**src/rtl/spi_irq_pkg.sv**
```systemverilog
package spi_irq_pkg;
  localparam int NSRC  = 6;
  localparam int B_TXE = 0;
  localparam int B_TXO = 1;
  localparam int B_RXU = 2;
  localparam int B_RXO = 3;
  localparam int B_RXF = 4;
  localparam int B_MST = 5;
endpackage

```
**src/rtl/spi_lvl_status.sv**
```systemverilog
module spi_lvl_status #(
  parameter int DEPTH = 64,
  parameter int LVL_W = $clog2(DEPTH + 1)
) (
  input  logic             clk,
  input  logic             rst,
  input  logic [LVL_W-1:0] tx_level,
  input  logic [LVL_W-1:0] rx_level,
  input  logic [LVL_W-1:0] tx_thresh,
  input  logic [LVL_W-1:0] rx_thresh,
  input  logic [LVL_W-1:0] tx_wmark,
  input  logic [LVL_W-1:0] rx_wmark,
  input  logic [1:0]       dma_en,
  output logic             tx_low_c,
  output logic             rx_ready_c,
  output logic             tx_not_full,
  output logic             tx_dma_req,
  output logic             rx_dma_req
);
  localparam logic [LVL_W-1:0] FULL_LVL = LVL_W'(DEPTH);

  assign tx_low_c   = (tx_level <= tx_thresh);
  assign rx_ready_c = (rx_level > rx_thresh);

  always_ff @(posedge clk) begin
    if (rst) begin
      tx_not_full <= 1'b0;
      tx_dma_req  <= 1'b0;
      rx_dma_req  <= 1'b0;
    end else begin
      tx_not_full <= (tx_level != FULL_LVL);
      tx_dma_req  <= dma_en[1] & (tx_level <= tx_wmark);
      rx_dma_req  <= dma_en[0] & (rx_level > rx_wmark);
    end
  end

  AST_TXDMA_OFF: assert property (@(posedge clk) disable iff (rst)
    !dma_en[1] |=> !tx_dma_req);
  AST_RXDMA_OFF: assert property (@(posedge clk) disable iff (rst)
    !dma_en[0] |=> !rx_dma_req);
  AST_TX_FULL: assert property (@(posedge clk) disable iff (rst)
    (tx_level == FULL_LVL) |=> !tx_not_full);
endmodule

```
**src/rtl/spi_sticky_flag.sv**
```systemverilog
module spi_sticky_flag (
  input  logic clk,
  input  logic rst,
  input  logic set_evt,
  input  logic clr_rd,
  output logic flag_d,
  output logic flag_q
);
  assign flag_d = set_evt | (flag_q & ~clr_rd);

  always_ff @(posedge clk) begin
    if (rst) flag_q <= 1'b0;
    else     flag_q <= flag_d;
  end

  AST_FLAG_HOLD: assert property (@(posedge clk) disable iff (rst)
    (flag_q && !clr_rd) |=> flag_q);
  AST_FLAG_CLEAR: assert property (@(posedge clk) disable iff (rst)
    (clr_rd && !set_evt) |=> !flag_q);
  AST_SET_WINS: assert property (@(posedge clk) disable iff (rst)
    set_evt |=> flag_q);
endmodule

```
**src/rtl/spi_fifo_irq_unit.sv**
```systemverilog
module spi_fifo_irq_unit
  import spi_irq_pkg::*;
#(
  parameter int DEPTH = 64,
  parameter int LVL_W = $clog2(DEPTH + 1)
) (
  input  logic             clk,
  input  logic             rst,
  input  logic [LVL_W-1:0] tx_level,
  input  logic [LVL_W-1:0] rx_level,
  input  logic             tx_push,
  input  logic             rx_push,
  input  logic             rx_pop,
  input  logic             bus_conflict,
  input  logic [LVL_W-1:0] tx_thresh,
  input  logic [LVL_W-1:0] rx_thresh,
  input  logic [5:0]       irq_mask,
  input  logic [5:0]       clr_rd,
  input  logic [1:0]       dma_en,
  input  logic [LVL_W-1:0] tx_wmark,
  input  logic [LVL_W-1:0] rx_wmark,
  output logic [5:0]       raw_status,
  output logic [5:0]       masked_status,
  output logic             irq,
  output logic             tx_not_full,
  output logic             tx_dma_req,
  output logic             rx_dma_req
);
  localparam logic [LVL_W-1:0] FULL_LVL = LVL_W'(DEPTH);

  logic             tx_low_c, rx_ready_c;
  logic [NSRC-1:0]  evt, raw_d, raw_q;

  spi_lvl_status #(.DEPTH(DEPTH), .LVL_W(LVL_W)) lvl_i (
    .clk(clk), .rst(rst),
    .tx_level(tx_level), .rx_level(rx_level),
    .tx_thresh(tx_thresh), .rx_thresh(rx_thresh),
    .tx_wmark(tx_wmark), .rx_wmark(rx_wmark), .dma_en(dma_en),
    .tx_low_c(tx_low_c), .rx_ready_c(rx_ready_c),
    .tx_not_full(tx_not_full), .tx_dma_req(tx_dma_req), .rx_dma_req(rx_dma_req)
  );

  always_comb begin
    evt        = '0;
    evt[B_TXE] = tx_low_c;
    evt[B_RXF] = rx_ready_c;
    evt[B_TXO] = tx_push & (tx_level == FULL_LVL);
    evt[B_RXU] = rx_pop & (rx_level == '0);
    evt[B_RXO] = rx_push & (rx_level == FULL_LVL);
    evt[B_MST] = bus_conflict;
  end

  for (genvar g = 0; g < NSRC; g++) begin : g_src
    if (g == B_TXE || g == B_RXF) begin : g_level
      always_ff @(posedge clk) begin
        if (rst) raw_q[g] <= 1'b0;
        else     raw_q[g] <= evt[g];
      end
      assign raw_d[g] = evt[g];
    end else begin : g_sticky
      spi_sticky_flag flag_i (
        .clk(clk), .rst(rst), .set_evt(evt[g]), .clr_rd(clr_rd[g]),
        .flag_d(raw_d[g]), .flag_q(raw_q[g])
      );
    end
  end

  always_ff @(posedge clk) begin
    if (rst) begin
      masked_status <= '0;
      irq           <= 1'b0;
    end else begin
      masked_status <= raw_d & irq_mask;
      irq           <= |(raw_d & irq_mask);
    end
  end

  assign raw_status = raw_q;

  AST_TXE_LEVEL: assert property (@(posedge clk) disable iff (rst)
    (tx_level <= tx_thresh) |=> raw_status[B_TXE]);
  AST_RXF_LEVEL: assert property (@(posedge clk) disable iff (rst)
    (rx_level <= rx_thresh) |=> !raw_status[B_RXF]);
  AST_MASK_ZERO: assert property (@(posedge clk) disable iff (rst)
    (irq_mask == '0) |=> !irq);
  AST_MASK_SUBSET: assert property (@(posedge clk) disable iff (rst)
    (masked_status & ~raw_status) == '0);
  AST_TXO_SET: assert property (@(posedge clk) disable iff (rst)
    (tx_push && tx_level == FULL_LVL) |=> raw_status[B_TXO]);
endmodule

```
**config.mk**
```make
export PLATFORM = sky130hd
export DESIGN_NAME = spi_fifo_irq_unit
export DESIGN_NICKNAME = d
export VERILOG_FILES = /design/src/rtl/spi_irq_pkg.sv /design/src/rtl/spi_lvl_status.sv /design/src/rtl/spi_sticky_flag.sv /design/src/rtl/spi_fifo_irq_unit.sv
export SDC_FILE = /design/constraint.sdc
export NUM_CORES = 1
export LEC_CHECK = 0
export ABC_AREA = 1
export BUFFER_PORTS_ARGS = -buffer_cell sky130_fd_sc_hd__buf_4
export CAP_MARGIN = 20
export CORE_AREA = 2 2 62 64
export CTS_BUF_LIST = sky130_fd_sc_hd__clkbuf_16
export CTS_CLUSTER_DIAMETER = 50
export CTS_CLUSTER_SIZE = 8
export DETAILED_ROUTE_END_ITERATION = 16
export DIE_AREA = 0 0 64 66
export PLACE_DENSITY = 0.74
export SYNTH_ARGS = -nofsm -noshare
export SYNTH_HDL_FRONTEND = slang
export SYNTH_SLANG_ARGS = --single-unit
```
**constraint.sdc**
```tcl
create_clock -name clk -period 0.99 [get_ports clk]
set_input_delay 0.0495 -clock clk [delete_from_list [all_inputs] [get_ports clk]]
set_output_delay 0.0495 -clock clk [all_outputs]
set_load 0.05 [all_outputs]
```
Word level (Yosys, flattened, before mapping)
Index checks and enable logic that the tools add are counted.

Register bits after elaboration: 16. Latch bits: 0. RAM bits: 0. Bits in read-only memories: 0. Input port bits: 62. Output and inout port bits: 16. Logic and storage cells: 38. Memories: 0.

Add/sub/neg operators: 0. Multipliers: 0. Div/mod/pow operators: 0. Magnitude comparators: 4. Equality and inequality tests: 3. Shift-type cells: 0. Multiplexer cells: 0. Bitwise operators: 18. Reduce and logical (&&, ||, !) cells: 2.

Operators by type and width (count): 7-bit == test (second input constant) (2); 7-bit greater-than comparator (2); 7-bit less-or-equal comparator (2); 1-bit bitwise AND (9); 7-bit zero test (1); 7-bit inequality test (second input constant) (1); 6-bit bitwise AND (1); 6-bit OR reduction (1); 1-bit inverter (4); 1-bit bitwise OR (4).

Longest topological paths before layout
Gate-level depths: netlist of the first run.

Depth after elaboration: 5. Mapped depth: 12. Gate-level depth less buffers: 12.

Cells and area by module
From an unflattened synthesis of the first run, not the netlist that was laid out.

Cell total of the unflattened synthesis: 195. Area, all modules: 1326.3 um^2.

Modules (own cells, without submodules): spi_lvl_status (instances 1, cells an instance 125, area each 813.3 um^2, sequential area each 60.1 um^2); spi_fifo_irq_unit (instances 1, cells an instance 46, area each 327.8 um^2, sequential area each 180.2 um^2); spi_sticky_flag (instances 4, cells an instance 6, area each 46.3 um^2, sequential area each 20.0 um^2).

Worst setup path before layout of the first run
OpenSTA, ideal clock, no wires.

Kind: input port to flip-flop. Start point: in tx_thresh[6]. End point: reg irq. Setup time: 131 ps. Data arrival time: 901 ps. Required time: 859 ps. Setup slack: -41 ps. Cell stages on the path: 11. Buffers on the path: 0. Cell sequence: inv_1 ha_1 nand2_2 nor2_4 nand2_1 nand2_1 nand2_1 nand2_1 nand2_1 inv_1 a21oi_2.

Cells in the longest elaborated chain, start to end: 3.

RTL lines: start: declaration (line spi_fifo_irq_unit.sv:15) `input logic [LVL_W-1:0] tx_thresh,`; 7-bit less-or-equal comparator (line spi_lvl_status.sv:22) `assign tx_low_c = (tx_level <= tx_thresh);`; 6-bit bitwise AND (line spi_fifo_irq_unit.sv:74) `irq <= |(raw_d & irq_mask);`; 6-bit OR reduction (line spi_fifo_irq_unit.sv:74); end signal: assignment (line spi_fifo_irq_unit.sv:74); end: declaration (line spi_fifo_irq_unit.sv:24) `output logic irq,`.

Every way passes these cells. A chain may end at the register's enable or synchronous reset.

Worst setup path after layout of the first run
Start point: reg g_src[5].g_sticky.flag_i.flag_q (netlist name). End point: reg irq.

Cells in the longest elaborated chain, start to end: 4.

RTL lines: 1-bit bitwise AND (line spi_sticky_flag.sv:9) `assign flag_d = set_evt | (flag_q & ~clr_rd);`; 1-bit bitwise OR (line spi_sticky_flag.sv:9); 6-bit bitwise AND (line spi_fifo_irq_unit.sv:74); 6-bit OR reduction (line spi_fifo_irq_unit.sv:74).

Every way passes these cells.

==> results of run 1 <==
[Yosys cell counts]
master    instances  area (µm²)
nor2_1           20        75.1
nor2_4            1        11.3
nand4_1           4        25.0
inv_1            45         169
clkbuf_1          1        3.75
nand3_1           3        15.0
a211oi_1          1        7.51
inv_2             2        7.51
a21o_1            1        7.51
o211ai_1          1        7.51
o21ai_0           2        10.0
a21oi_1          16        80.1
nand3b_1          1        7.51
buf_4             4        30.0
dfxtp_1          16         320
nor2_2            2        12.5
nand4_2           1        12.5
nand2_2           1        6.26
ha_1             28         350
a21oi_2           2        17.5
nand2_1          43         161
nand3_2           1        10.0
[where the power goes]
| group | internal [W] | switching, W | leakage (nW) |
|---|---|---|---|
| Clock | 0.000528 | 0.000226 | 0.0370 |
| Combinational | 0.000402 | 0.000408 | 1.10 |
| Sequential | 0.000675 | 0.00000966 | 0.132 |
| Total | 0.00161 | 0.000644 | 1.27 |
[area by class of cell]
cell class              count  area (µm²)
fillers                   327        1290
flip-flops and latches     16         323
repair buffers             88         661
well taps                  48        60.1
multi-input cells         128         966
clock buffers               3        75.1
inverters                  47         176
[worst reg2reg max path, stage by stage, from the launching register on]
cell     delay [ns]
dfxtp_1        0.32
a21oi_2        0.15
inv_1          0.06
nand2_2        0.07
nand2_2        0.06
nor2_2         0.11
a21oi_2        0.05
[layout by cell type (no fill, tap or decap)]
| cell | count |
|---|---|
| nand2_2 | 6 |
| o211ai_1 | 1 |
| nand4_2 | 1 |
| nand2_4 | 2 |
| nor2_4 | 1 |
| nor2_1 | 18 |
| nor2_2 | 4 |
| nand4_1 | 4 |
| nand3_1 | 3 |
| inv_2 | 8 |
| o21ai_0 | 2 |
| inv_1 | 39 |
| nand3b_1 | 1 |
| clkbuf_16 | 3 |
| buf_4 | 88 |
| a21oi_1 | 13 |
| a211oi_2 | 1 |
| ha_1 | 20 |
| nand2_1 | 36 |
| nand3_2 | 1 |
| a21oi_2 | 5 |
| dfxtp_2 | 2 |
| a21o_1 | 1 |
| ha_4 | 8 |
| dfxtp_1 | 14 |
[sequential cells by signal, summed over array words and instances (netlist names)]
signal                        count
g_src.g_sticky.flag_i.flag_q      4
irq                               1
lvl_i.rx_dma_req                  1
lvl_i.tx_dma_req                  1
lvl_i.tx_not_full                 1
masked_status                     6
raw_status                        2
[routing by layer]
layer | share of wire, % | wire, µm | up-vias
met5 | 0 | 0 | -
met4 | 2.2 | 72 | 0
met2 | 47 | 1520 | 53
li1 | - | - | 780
met3 | 7.7 | 247 | 8
met1 | 43 | 1390 | 602
[kinds of logic (layout without fill, tap and decap cells)]
kind of cell | Yosys count | after routing | share of synthesized area, %
simple gates | 77 | 77 | 25.0
buf+inv | 52 | 138 | 15.6
fa+ha+maj | 28 | 28 | 26.0
compound gates | 23 | 23 | 9.66
flops | 16 | 16 | 23.8
[what timing repair did]
item,CTS,global route
setup endpoints to repair,1,3
resized for setup,1,16
setup buffers,0,0
[path summary, 6_finish.rpt]
path / startpoint / endpoint / slack [ns] / depth (start not counted)
worst max-delay path: g_src[5].g_sticky.flag_i.flag_q / irq / 0.06 / 6
worst min-delay path: bus_conflict / g_src[5].g_sticky.flag_i.flag_q / 0.02 / 3
worst min register to register: g_src[5].g_sticky.flag_i.flag_q / g_src[5].g_sticky.flag_i.flag_q / 0.51 / 2
worst max register to register: g_src[5].g_sticky.flag_i.flag_q / irq / 0.06 / 6
[through the flow]
step           setup TNS (ns)  instances
6_report                    0        330
5_1_grt               -0.0312        330
4_1_cts                     0        330
3_5_place_dp           -0.906        327
3_3_place_gp           -0.793        327
2_1_floorplan               0        196
==> results.ini, run 1 <==
[floorplanning]
rows=22
start_util_pct=37.9
die_h_um=66
dieArea_um2=4220
fp.dieW_um=64
coreArea_um2=3550
ioPinCount=78

[timing]
rsz0062_at_grt=true
setup_viol=0
hold_viol=0
finalMaxSlewViolations=0
fin_skew_ns=0.00309
finalCritPeriodShare_pct=93.5
max_freq_mhz=1080
worst_pin_slew_ns=0.208
fin_crit_ns=0.926
relSlewSlack_pct=86.1
worst_slack_ns=0.0642
hold_slack_ns=0.0206

[global_routing]
grt_max_degree=16
gr-max-usage-layer=met2
track_usage_pct=16.2
grt_use_met2_pct=28.6
grt_pass1_vias=1340
antenna_found_initial=0
grt_pass1_wl_mm=5.41
grt-ovfl-total=0
grt_use_met1_pct=19.1
met3_usage_pct=2.56

[routing]
routedWlPerCell_um=9.77
wl_mm=3.22
viasPerCell=4.37
ant_nets=0
firstDrtPassIters=4
route.detailed.drc=0
vias=1443
drt-initial-drc-count=36

[worst_setup_path]
crit_buf_inv=1
cpLargestDelayFamily=flip-flops
critPathKind=flop to flop
start_kind=flop
cp_cell_sequence=a21oi_2 -> inv_1 -> nand2_2 -> nand2_2 -> nor2_2 -> a21oi_2
crit_path_max_incr_delay_ns=0.32
cp.arrival_ns=1.05
critPathSlowestCell=dfxtp_1
crit_path_end_kind=flop
cp.required_ns=1.12
crit_fanout=2

[power_and_ir_drop]
p_leak_nw=1.27
ir_worst_vdd_mv=0.482
p_total_w=0.00225
p_per_area_nw_per_um2=995

[cts]
cts_hold_buf=0
cts_tree=done
clock-sinks=16
cts_made_buffers=3
cts-root-buf=clkbuf_16
clkTransAtPathRegs_ns=0.05
htreeDepth=1
clock_latency_ns=0.24
cts_max_path_buffers=2

[final_layout]
finalNetCount=374
drive_above_1_share_pct=46.1
antenna_cells=0
stdcell_area_um2=2260
finish.utilization_pct=63.7
syn_to_final_growth_pct=67.8

[placed_design]
place_hpwl_mm=2.82
globalplace.congestion=0.914
place_area_um2=2120
io_buffers=75
pre_cts_slack_ns=-0.266

[logic_synthesis]
synthDistinctLibCells=22
syn_nets=286
ys_ff_latch=16
yosys_warnings=0
postSynthCellCount=196
synth_seq_area_share_pct=23.8
syn_area_um2=1350
synth_area_per_cell_um2=6.88

[run]
maxCapViolations=0

[outcome]
status=finished, final reports clean

[min_path]
worst_hold_path_type=input port to flop

Power figures use the tool's default switching activity.
==> run 2: changes to the inputs <==
--- a/config.mk
+++ b/config.mk
@@ -5,16 +5,16 @@
 export SDC_FILE = /design/constraint.sdc
 export NUM_CORES = 1
 export LEC_CHECK = 0
-export ABC_AREA = 1
+export ABC_AREA = 0
 export BUFFER_PORTS_ARGS = -buffer_cell sky130_fd_sc_hd__buf_4
 export CAP_MARGIN = 20
-export CORE_AREA = 2 2 62 64
+export CORE_AREA = 2 2 61 63
 export CTS_BUF_LIST = sky130_fd_sc_hd__clkbuf_16
 export CTS_CLUSTER_DIAMETER = 50
 export CTS_CLUSTER_SIZE = 8
 export DETAILED_ROUTE_END_ITERATION = 16
-export DIE_AREA = 0 0 64 66
-export PLACE_DENSITY = 0.74
+export DIE_AREA = 0 0 63 65
+export PLACE_DENSITY = 0.73
 export SYNTH_ARGS = -nofsm -noshare
 export SYNTH_HDL_FRONTEND = slang
 export SYNTH_SLANG_ARGS = --single-unit
==> run 2 against run 1 <==
  * The run now ends with negative setup slack left
  * Fmax down 28%
  * Clock power rose by 3%
  * First-iteration DRC count decreased by 47%
  * Routed wire length is 18% higher
  * Combinational power rose by 21%
  * Sequential share of layout area shrank 1.7 points
  * Final area increased by 13%
  * Total power increased by 8.3%
  * Register-to-register slack got worse by 0.36 ns
  * Setup slack got worse by 0.36 ns
  * Global-route usage rose by 2.4 points
  * Final cell count shrank 11%
  * Critical endpoint unchanged
==> results.ini, run 2 <==
[logic_synthesis]
yosysMostFrequentCell=inv_1
yosysTopAreaCell=ha_1
synth_seq_area_share_pct=25.6
synth_top_cell_area_share_pct=28.0
synth_ff_type=dfxtp_1
syn_area_um2=1250
synthDistinctLibCells=32
yosys_warnings=0
synthTopCellsByCount=30 x inv_1, 28 x ha_1, 16 x dfxtp_1, 10 x a21oi_1, 10 x nor2_1
synth_area_per_cell_um2=8.57
syn_nets=236
postSynthCellCount=146
synth_edf_count=0
ys_ff_latch=16
yosys-top-cells-area=ha_1 28%, dfxtp_1 26%, inv_1 9.0%
synth_async_sr_flop_share_pct=0

[routing]
viasPerCell=4.67
drt-initial-drc-count=19
firstDrtPassIters=3
vias=1378
routedWlPerCell_um=12.9
ant_nets=0
wl_mm=3.81
route.detailed.drc=0

[power_and_ir_drop]
p_seq_share_pct=28.1
p_total_w=0.00244
switchingPower_w=0.000694
p_int_w=0.00174
p_clk_share_pct=31.8
p_comb_share_pct=40.1
p_leak_nw=1.24
netSwitchingFraction_pct=28.5
p_per_area_nw_per_um2=952
ir_worst_vdd_mv=1.14

[worst_setup_path]
timing.reg2reg.setup_slack_ns=-0.30
path_common_cell=a211o_1
crit_path_max_incr_delay_ns=0.32
cp_cell_sequence=nor2b_4 -> a41oi_2 -> nor3b_2 -> a211o_1 -> a211o_1
regToRegEndpoint=irq
crit_end=irq
start_kind=flop
reg2regPathDepth=5
crit_fanout=2
crit_path_end_kind=flop
critPathSlowestCell=dfxtp_2
cp-startpoint=g_src[3].g_sticky.flag_i.flag_q
cpLargestDelayFamily=compound AO/OA/AOI/OAI gates
crit_buf_inv=0
r2r-start=g_src[3].g_sticky.flag_i.flag_q
critPathKind=flop to flop
cp.arrival_ns=1.42
cp.required_ns=1.12
crit_cells=5

[final_layout]
largest_register_ffs=6
layout_common_cells=91 x buf_4, 19 x inv_1, 17 x ha_4, 15 x dfxtp_1, 10 x ha_1
antenna_cells=0
finalNetCount=338
top_register=masked_status
final_common_cell=buf_4
drive_above_1_share_pct=64.8
syn_to_final_growth_pct=104
finalNonFillerCells=295

[timing]
fin_crit_ns=1.29
rsz0062_at_grt=true
worst_pin_slew_ns=0.321
worst_slack_ns=-0.297
hold_viol=0
finalCritPeriodShare_pct=130
relSlewSlack_pct=78.4
finalMaxSlewViolations=0
setup_viol=6
fin_skew_ns=0.00182
max_freq_mhz=777

[cts]
cts_hold_buf=0
clock-sinks=16
cts_max_path_buffers=2
clkTransAtPathRegs_ns=0.05
clock_latency_ns=0.24
htreeDepth=1
cts_tree=done
cts-root-buf=clkbuf_16
cts_made_buffers=3

[floorplanning]
rows=22
die_h_um=65
coreArea_um2=3500
start_util_pct=35.8
ioPinCount=78
fp.dieW_um=63
dieArea_um2=4100

[placed_design]
place_hpwl_mm=2.94
dp.cells=285
globalplace.congestion=0.729
io_buffers=75
pre_cts_slack_ns=-0.625

[run]
maxCapViolations=0

[min_path]
worst_hold_path_type=input port to flop
hold_depth=2

[global_routing]
grt-ovfl-total=0
antenna_found_initial=0
gr-max-usage-layer=met2
grt_pass1_wl_mm=6.04
track_usage_pct=18.5
grt_use_met2_pct=35.4
grt_pass1_vias=1396
grt_use_met1_pct=20.5
met3_usage_pct=5.38
grt_max_degree=11

[outcome]
status=finished, violations left
failed_checks=negative setup slack

run 2: final cells by class:
cell class	instances	area, µm²
clock buffers	3	75.1
clock inverters	1	3.75
fillers	244	937
inverters	30	145
multi-input cells	95	1130
flip-flops and latches	16	322
well taps	48	60.1
repair buffers	102	820
run 2: power groups by stage:
stage / Sequential, W / Clock (W) / Combinational [W]
6_report: 0.000685 / 0.000774 / 0.000977
3_5_place_dp: 0.000697 / 0 / 0.000792
5_1_grt: 0.000688 / 0.000841 / 0.00107
2_1_floorplan: 0.000792 / 0 / 0.000305
3_3_place_gp: 0.000697 / 0 / 0.000776
4_1_cts: 0.000685 / 0.000801 / 0.000862
run 2: per-stage QoR:
stage                     setup TNS, ns  utilization (%)  hold slack (ns)  area (µm²)
after floorplan                  -0.635                -            0.138        1390
after global placement            -2.93             61.2            0.268        2140
after detailed placement          -2.97             61.2            0.268        2140
after CTS                        -0.402             67.7           0.0138        2370
after global routing             -0.934             73.2           0.0206        2560
final                            -0.591             73.2           0.0202        2560
run 2: worst min-delay path by stage:
stage,start,end,slack [ns]
detailed placement,irq_mask[5],masked_status[5],0.27
global route,irq_mask[5],masked_status[5],0.02
global placement,irq_mask[0],irq,0.27
finish,irq_mask[5],masked_status[5],0.02
floorplan,rst,masked_status[3],0.14
CTS,irq_mask[5],masked_status[5],0.01
run 2: kinds of logic (layout without fill, tap and decap cells):
family          Yosys count  after routing  share of synthesized area, %
buf+inv                  35            136                          11.7
fa+ha+maj                28             28                          28.0
compound gates           29             29                          16.4
flops                    16             16                          25.6
simple gates             38             38                          18.3
run 2: metal layers:
layer,part of all wire [%],up-vias
met2,51,54
met4,0,0
met3,7.5,0
met1,41,617
li1,-,707
met5,0,-
run 2: timing repair:
action / in CTS / in global routing
resized for setup: 25 / 30
buffers inserted: 1 / 6
endpoints found under the setup margin: 6 / 8
pin swaps: 14 / 14
==> run 3: changes to the inputs <==
--- a/config.mk
+++ b/config.mk
@@ -5,16 +5,18 @@
 export SDC_FILE = /design/constraint.sdc
 export NUM_CORES = 1
 export LEC_CHECK = 0
-export ABC_AREA = 0
+export ABC_AREA = 1
 export BUFFER_PORTS_ARGS = -buffer_cell sky130_fd_sc_hd__buf_4
 export CAP_MARGIN = 20
-export CORE_AREA = 2 2 61 63
+export CORE_AREA = 2 2 62 64
 export CTS_BUF_LIST = sky130_fd_sc_hd__clkbuf_16
 export CTS_CLUSTER_DIAMETER = 50
 export CTS_CLUSTER_SIZE = 8
 export DETAILED_ROUTE_END_ITERATION = 16
-export DIE_AREA = 0 0 63 65
-export PLACE_DENSITY = 0.73
+export DIE_AREA = 0 0 64 66
+export GPL_ROUTABILITY_DRIVEN = 0
+export GPL_TIMING_DRIVEN = 0
+export PLACE_DENSITY = 0.74
 export SYNTH_ARGS = -nofsm -noshare
 export SYNTH_HDL_FRONTEND = slang
 export SYNTH_SLANG_ARGS = --single-unit
==> run 3 against run 2 <==
  * The run now ends clean
  * Final cell count rose by 11%
  * Clock skew barely moved
  * Sequential share of layout area rose by 1.6 points
  * Final area fell by 11%
  * Via count rose by 6.7%
  * Count of clock-buffer cells in the layout did not move
  * Total power fell by 8.2%
  * Die area rose by 3.2%
  * Fmax rose by 39%
  * Worst hold slack improved by 0.0072 ns
  * Critical endpoint unchanged
  * Largest power group unchanged
  * Highest routed layer is now met4
==> results.ini, run 3 (synthesized netlist as in run 1, its figures left out) <==
[outcome]
status=finished, final reports clean

[floorplanning]
start_util_pct=37.9
die_h_um=66
dieArea_um2=4220
ioPinCount=78
fp.dieW_um=64
coreArea_um2=3550
rows=22

[final_layout]
final_common_cell=buf_4
syn_to_final_growth_pct=68.7
top_register=masked_status
finalNonFillerCells=326
finalNetCount=370
fillers=339
layout_common_cells=83 x buf_4, 37 x inv_1, 32 x nand2_1, 19 x nor2_1, 17 x ha_1
drive_above_1_share_pct=47.5
largest_register_ffs=6
antenna_cells=0

[timing]
setup_viol=0
hold_viol=0
rsz0062_at_grt=true
fin_crit_ns=0.928
relSlewSlack_pct=69.9
fin_skew_ns=0.00173
max_freq_mhz=1080
finalMaxSlewViolations=0
worst_pin_slew_ns=0.451
worst_slack_ns=0.0618
finalCritPeriodShare_pct=93.8

[worst_setup_path]
crit_path_end_kind=flop
reg2regPathDepth=6
timing.reg2reg.setup_slack_ns=0.06
critPathKind=input port to flop
cp_cell_sequence=buf_4 -> inv_2 -> ha_4 -> a21o_1 -> nor2_1 -> nand2_2 -> nand3_2 -> nand2_1 -> inv_1 -> a21oi_2
crit_end=irq
cp.required_ns=1.10
critPathSlowestCell=ha_4
crit_fanout=2
crit_path_max_incr_delay_ns=0.20
cp.arrival_ns=1.03
start_kind=input port
r2r-start=g_src[5].g_sticky.flag_i.flag_q
cp-startpoint=rx_thresh[6]
regToRegEndpoint=irq

[routing]
drt-initial-drc-count=27
wl_mm=3.31
route.detailed.drc=0
vias=1471
viasPerCell=4.51
routedWlPerCell_um=10.2
dr.max_layer_used=met4
ant_nets=0
met1Wirelength_mm=1.35
wl_met2_mm=1.67
firstDrtPassIters=4
wl_met3_um=227

[cts]
cts_tree=done
clkTransAtPathRegs_ns=0.05
clock_latency_ns=0.24
htreeDepth=1
clock-sinks=16
cts-root-buf=clkbuf_16
cts_max_path_buffers=2
cts_made_buffers=3

[global_routing]
grt_max_degree=11
antenna_found_initial=0
track_usage_pct=16.3
grt-ovfl-total=0
grt_pass1_wl_mm=5.46
grt_pass1_vias=1417

[placed_design]
pre_cts_slack_ns=-0.221
place_hpwl_mm=2.84
dp.cells=319
io_buffers=75

[power_and_ir_drop]
p_total_w=0.00224
p_leak_nw=1.24
ir_worst_vdd_mv=0.534
p_per_area_nw_per_um2=984

[run]
maxCapViolations=0

[min_path]
worst_hold_path_type=input port to flop

run 3: metal layers:
metal | global-route usage, % | vias up
met5 | 0 | -
met4 | 6.52 | 0
met3 | 2.56 | 6
met2 | 32.4 | 53
met1 | 16.7 | 641
li1 | - | 771
run 3: worst min path at each step:
stage,endpoint,cells after the start,from
4_1_cts,g_src[5].g_sticky.flag_i.flag_q,3,bus_conflict
5_1_grt,g_src[2].g_sticky.flag_i.flag_q,2,rst
3_3_place_gp,g_src[5].g_sticky.flag_i.flag_q,3,bus_conflict
6_report,g_src[3].g_sticky.flag_i.flag_q,2,rst
3_5_place_dp,g_src[5].g_sticky.flag_i.flag_q,3,bus_conflict
2_1_floorplan,g_src[1].g_sticky.flag_i.flag_q,1,rst
run 3: power breakdown:
part	switching (W)	total (W)	internal (W)	leakage, nW
Sequential	0.00000930	0.000686	0.000676	0.132
Clock	0.000212	0.000739	0.000527	0.0370
Combinational	0.000419	0.000812	0.000393	1.07
Total	0.000640	0.00224	0.00160	1.24
run 3: final cells by class:
class	instances	area (µm²)	share of cell area (%)
multi-input combinational	128	1010	44.5
buffer	5	33.8	1.49
sequential	16	323	14.2
tap	48	60.1	2.64
timing repair buffer	79	593	26.1
clock buffer	3	75.1	3.30
inverter	47	176	7.76
run 3: repair_timing:
item | in CTS | in global routing
hold buffers | 0 | 0
buffers inserted | 0 | 4
setup endpoints to repair | 1 | 1
resized for setup | 1 | 24
cloned | 0 | 0
pin swaps | 0 | 11
run 3: worst max-delay path: cells and delay by family:
family          cells  cell delay (ns)
simple gates        4             0.37
buf+inv             3             0.23
fa+ha+maj           1             0.20
compound gates      2             0.20
run 3: through the flow:
stage	instance area (µm²)	utilization (%)	TNS [ns]	hold WS [ns]
after detailed placement	2060	58.0	-0.618	0.281
after floorplan	1440	-	0	0.119
final	2270	64.0	0	0.0274
after global placement	2060	58.0	-0.630	0.271
after CTS	2140	60.2	0	0.0264
after global routing	2270	64.0	-0.0182	0.0448
